## src/rtl/desc_ring_producer.sv

```systemverilog
module desc_ring_producer #(
  parameter int SLOT_BITS = 3,
  parameter int WORD_W    = 32
) (
  input  logic                clk,
  input  logic                rst_n,
  input  logic                in_valid,
  output logic                in_ready,
  input  logic [8*WORD_W-1:0] in_desc,
  output logic                new_entry,
  input  logic [2:0]          rd_word,
  output logic [WORD_W-1:0]   rd_data,
  output logic                head_valid,
  input  logic                cons_adv,
  output logic [3:0]          lap_count
);
  localparam int SLOTS  = 1 << SLOT_BITS;
  localparam int NWORDS = 8;
  localparam int DESC_W = NWORDS * WORD_W;
  localparam int ERR_BIT = 2 * WORD_W + WORD_W - 1;
  localparam logic [SLOT_BITS-1:0] LAST = SLOT_BITS'(SLOTS - 1);

  logic [WORD_W-1:0]    ring [SLOTS][NWORDS];
  logic [SLOTS-1:0]     pass_bit;
  logic [SLOT_BITS-1:0] wr_ptr, cons_ptr;
  logic [3:0]           lap;
  logic                 exp_par, new_q;

  wire [SLOT_BITS-1:0] wr_nxt = wr_ptr + 1'b1;
  wire                 push   = in_valid & in_ready;
  wire                 is_err = in_desc[ERR_BIT];
  wire [3:0]           stamp  = lap + 4'd1;
  wire [WORD_W-1:0]    tail_w = is_err ? in_desc[DESC_W-1 -: WORD_W]
                                       : {stamp, in_desc[DESC_W-5 -: WORD_W-4]};

  wire [WORD_W-1:0] head_tail = ring[cons_ptr][NWORDS-1];
  wire              head_err  = ring[cons_ptr][2][WORD_W-1];
  wire              head_par  = head_err ? pass_bit[cons_ptr] : head_tail[WORD_W-4];
  wire              pop       = cons_adv & head_valid;

  assign in_ready   = (wr_nxt != cons_ptr);
  assign head_valid = (head_par == exp_par);
  assign rd_data    = ring[cons_ptr][rd_word];
  assign new_entry  = new_q;
  assign lap_count  = lap;

  always_ff @(posedge clk or negedge rst_n) begin
    if (!rst_n) begin
      for (int s = 0; s < SLOTS; s++)
        for (int w = 0; w < NWORDS; w++)
          ring[s][w] <= '0;
      pass_bit <= '0;
      wr_ptr   <= '0;
      cons_ptr <= '0;
      lap      <= '0;
      exp_par  <= 1'b1;
      new_q    <= 1'b0;
    end else begin
      new_q <= push;
      if (push) begin
        for (int w = 0; w < NWORDS - 1; w++)
          ring[wr_ptr][w] <= in_desc[w*WORD_W +: WORD_W];
        ring[wr_ptr][NWORDS-1] <= tail_w;
        pass_bit[wr_ptr]       <= ~lap[0];
        wr_ptr                 <= wr_nxt;
        if (wr_ptr == LAST) lap <= lap + 4'd1;
      end
      if (pop) begin
        cons_ptr <= cons_ptr + 1'b1;
        if (cons_ptr == LAST) exp_par <= ~exp_par;
      end
    end
  end
endmodule

```

## config.mk

```make
export PLATFORM = sky130hd
export DESIGN_NAME = desc_ring_producer
export DESIGN_NICKNAME = d
export VERILOG_FILES = /design/src/rtl/desc_ring_producer.sv
export SDC_FILE = /design/constraint.sdc
export NUM_CORES = 2
export LEC_CHECK = 0
export BUFFER_PORTS_ARGS = -buffer_cell sky130_fd_sc_hd__buf_2
export CORE_ASPECT_RATIO = 0.75
export CORE_MARGIN = 2
export CORE_UTILIZATION = 48
export DETAILED_ROUTE_END_ITERATION = 10
export GPL_TIMING_DRIVEN = 0
export PLACE_DENSITY = 0.71
export SLEW_MARGIN = 20
export SYNTH_ARGS = -nofsm -noshare
export SYNTH_HDL_FRONTEND = slang
export SYNTH_SLANG_ARGS = --single-unit
export TNS_END_PERCENT = 50
```

## constraint.sdc

```tcl
create_clock -name clk -period 7.47 [get_ports clk]
set_clock_uncertainty 0.2 [all_clocks]
set_input_delay 2.241 -clock clk [delete_from_list [all_inputs] [get_ports clk]]
set_output_delay 2.241 -clock clk [all_outputs]
set_load 0.02 [all_outputs]
```

==> metrics.txt <==
Avg Inst Size Synth=9.91 µm²; layout cells sized above 1=approximately 16%; CP max FO=10; DRC errors left=0; count of final hold-check violations=0; CP Data Arrival Time=roughly 5.2 ns; grt total ovfl=0; Unique masters post-synth=37; syn nets=between 9,000 and 10,000; drt initial violations=roughly 12,000; Post-Layout Cell Count=around 13,000; Metal-1 WL=about 130 mm; PD cells=503 nW/µm²; Via density=6.15; Clock transition at path regs=about 0.070 ns; Final Cycle Share=102%; crit path cell chain=buf_2 > buf_2 > buf_2 > and2_1 > clkbuf_1 > a22oi_1 > nand3_1 > o21ai_0 > a21oi_1 > buf_2; final slew viol count=0; clock buffer depth=3; crit end category=output port; Root Buffer=clkbuf_16; register share of total power=between 30% and 40%; initial antenna violation count=about 120; Max Used Layer=met5; minimum clock period=between 7 and 8 ns; max-cap violations=0; core footprint=between 150,000 and 200,000 µm²; starting density of the core=about half; top_reg_cell synth=dfrtp_1; DR vias=roughly 77,000; Setup TNS Final=-0.908 ns; Hold WC Path Type=flip-flop to flip-flop; slowest stage delay, CP=a little over 0.8 ns; flop-to-flop setup slack=between 2 and 3 ns; final wirelength=around 370 mm; GR Util All Layers=a little under two fifths; Worst path slowest cell=clkbuf_1; status=complete, but fails checks; Post-Layout Inst Area=between 100,000 and 150,000 µm²; Finish-stage setup viols=13; row count=140; Overall Power=about 53 mW; DR WL met3=~63 mm; Placement Cell Area=a little under 100,000 µm²; synthesized flop and latch total=2,068; Worst setup endpoint=rd_data[25]; Worst R2R Path Depth=10; total CTS buffers=about 200; RSZ-0062 raised after global routing=true; Worst path most repeated cell=buf_2; Slew @ Worst Pin=approximately 1.3 ns; Comb power frac=a little over two fifths; worst r2r src=wr_ptr[0]; Placed Cells=between 10,000 and 15,000; RR Endpoint=ring[791]; Setup CP Type=flip-flop to output port; Worst EP required=5.03 ns; WL per Instance=a little under 30 µm; Net Sw Frac=between 40% and 50%; leakage power=between 50 and 60 nW; P_int=roughly 31 mW; clock network fraction of total power=approximately a fifth; largest cells by area after synthesis=dfrtp_1 (55%), nand2_1 (21%), mux4_2 (14%), mux2_2 (3.1%), clkbuf_1 (2.0%); most frequent cells in the layout=nand2_1 (5,371), dfrtp_1 (2,067), mux4_2 (579), clkbuf_1 (510), buf_2 (309); Area growth, synth to finish=11.8%; largest area contributor in the netlist=dfrtp_1; IO Port Bufs=49; Switch Pwr=approximately 22 mW; YS warnings=0; hpwl dp=260 mm; Synth top area share=54.9%; later-pin clock latency in the skew report=just under 0.9 ns; CTS tree=done; Hold Buf Count CTS=0; worst vdd ir=between 0.0003 and 0.0004 V; number of global-route vias before repair=~74,000; Post-CTS Setup Repair Bufs=0; antenna viol nets, final=0; commonest non-fill, non-tap cell in the layout=nand2_1; met2 wire length=about 150 mm; I/O pin count=between 300 and 400; # clock sinks=~2,100; synthesized cell area=around 94,000 µm²; DIE WIDTH=between 500 and 600 µm; pin count of the biggest net entering global routing=between 100 and 150; first-pass GRT wire length=between 500 and 600 mm; nets=between 10,000 and 15,000; Async SR Flop Fraction=100%; crit path buf inv count=5; fin worst setup slack=-0.170 ns; DIE HEIGHT=between 300 and 400 µm; 1st-pass router iterations=7; Worst slew margin=13.1%; fmax=0.131 GHz; EDFF count, synth=0; Stages on worst setup path=10; Critical path origin=cons_ptr[2]; Syn Inst Count=between 9,000 and 10,000; Die Area=between 150,000 and 200,000 µm²; delay-heaviest family, CP=buffers and inverters; Seq/Total Area, Yosys=between 50% and 60%; Critical Path Start Type=flip-flop; H-tree depth=4; Final GP Congestion=between 1 and 1.5; failing checks=setup timing
## cells in the mapped netlist (6+ instances only)
| library cell | count |
|---|---|
| o311a_1 | 19 |
| buf_2 | 260 |
| buf_4 | 16 |
| mux2_2 | 256 |
| a221oi_1 | 19 |
| mux4_2 | 579 |
| mux2i_1 | 70 |
| buf_6 | 7 |
| buf_1 | 59 |
| dfrtp_1 | 2067 |
| nand2_1 | 5371 |
| o21ai_0 | 78 |
| nor2b_1 | 6 |
| nand3_1 | 22 |
| a21oi_1 | 25 |
| clkbuf_1 | 511 |
| nor2_1 | 14 |
| xnor2_1 | 8 |
| a22oi_1 | 62 |
## how the worst min path moves through the flow
stage	startpoint	end	slack, ns	depth (start not counted)
detailed placement	ring[1514]	ring[1514]	0.26	2
global placement	ring[1487]	ring[1487]	0.25	2
floorplan	ring[63]	ring[63]	0.24	2
CTS	ring[1521]	ring[1521]	0.27	2
global route	ring[762]	ring[762]	0.29	2
finish	ring[1277]	ring[1277]	0.27	2
## per-stage QoR
| stage | hold slack (ns) | setup WS (ns) | util, % |
|---|---|---|---|
| 3_3_place_gp | 0.252 | -40.79 | 50.2 |
| 4_1_cts | 0.273 | 0.00117 | 54.0 |
| 3_5_place_dp | 0.257 | -0.265 | 50.5 |
| 2_1_floorplan | 0.240 | 1.50 | - |
| 5_1_grt | 0.287 | -0.0129 | 54.1 |
| 6_report | 0.269 | -0.170 | 54.1 |
## layout make-up
| type | instances | area [µm²] |
|---|---|---|
| multi-input cells | 6568 | 38800 |
| repair buffers | 73 | 843 |
| inverters | 6 | 22.5 |
| well taps | 2556 | 3200 |
| clock buffers | 299 | 5960 |
| diodes | 70 | 175 |
| clock inverters | 64 | 818 |
| plain buffers | 853 | 3720 |
| fillers | 16500 | 89200 |
| flip-flops and latches | 2068 | 51800 |
## metal layers
layer / vias up / track usage (%)
li1: 31200 / -
met1: 38900 / 47.7
met2: 5841 / 48.8
met3: 1287 / 19.0
met4: 98 / 22.7
met5: - / 0.649
## kinds of logic (layout without fill, tap and decap cells)
| family | count (synthesis) | in the layout | synth area share, % |
|---|---|---|---|
| other | 0 | 70 | 0 |
| AND/OR/NAND/NOR | 5436 | 5436 | 21.8 |
| flip-flops | 2068 | 2068 | 55.0 |
| adder cells (fa/ha/maj) | 5 | 5 | 0.0665 |
| XOR/XNOR | 11 | 11 | 0.102 |
| buffers and inverters | 859 | 1295 | 3.89 |
| AO/OA/AOI/OAI | 209 | 209 | 1.47 |
| multiplexers | 907 | 907 | 17.7 |
## sequential cells by signal, summed over array words and instances, names as in the netlist
name / cells
lap_count: 4
ring: 2048
pass_bit: 8
exp_par: 1
wr_ptr: 3
new_entry: 1
cons_ptr: 3
## power by group through the flow
stage          clock network [mW]  logic, mW  registers (mW)
3_5_place_dp                    0       22.1            18.9
2_1_floorplan                   0       13.6            18.0
6_report                     10.7       23.3            18.9
3_3_place_gp                    0       21.4            18.7
5_1_grt                      11.2       24.0            19.3
4_1_cts                      10.7       22.2            18.7
## worst reg2reg max path: stages (launching register included)
cell and delay [ns]:
dfrtp_1 0.48, ha_1 0.25, ha_1 0.30, xnor2_1 0.13, nand3_1 0.26, and4b_1 0.53
buf_2 0.44, clkbuf_2 0.66, clkbuf_1 0.95, nand2_1 0.14, nand2_1 0.10
## repair_timing
action / in CTS / in global routing
cloned: 0 / 0
setup endpoints to repair: 17 / 10
endpoints found under the hold margin: 0 / 0
gates resized for setup: 9 / 12
Power figures use the tool's default switching activity.
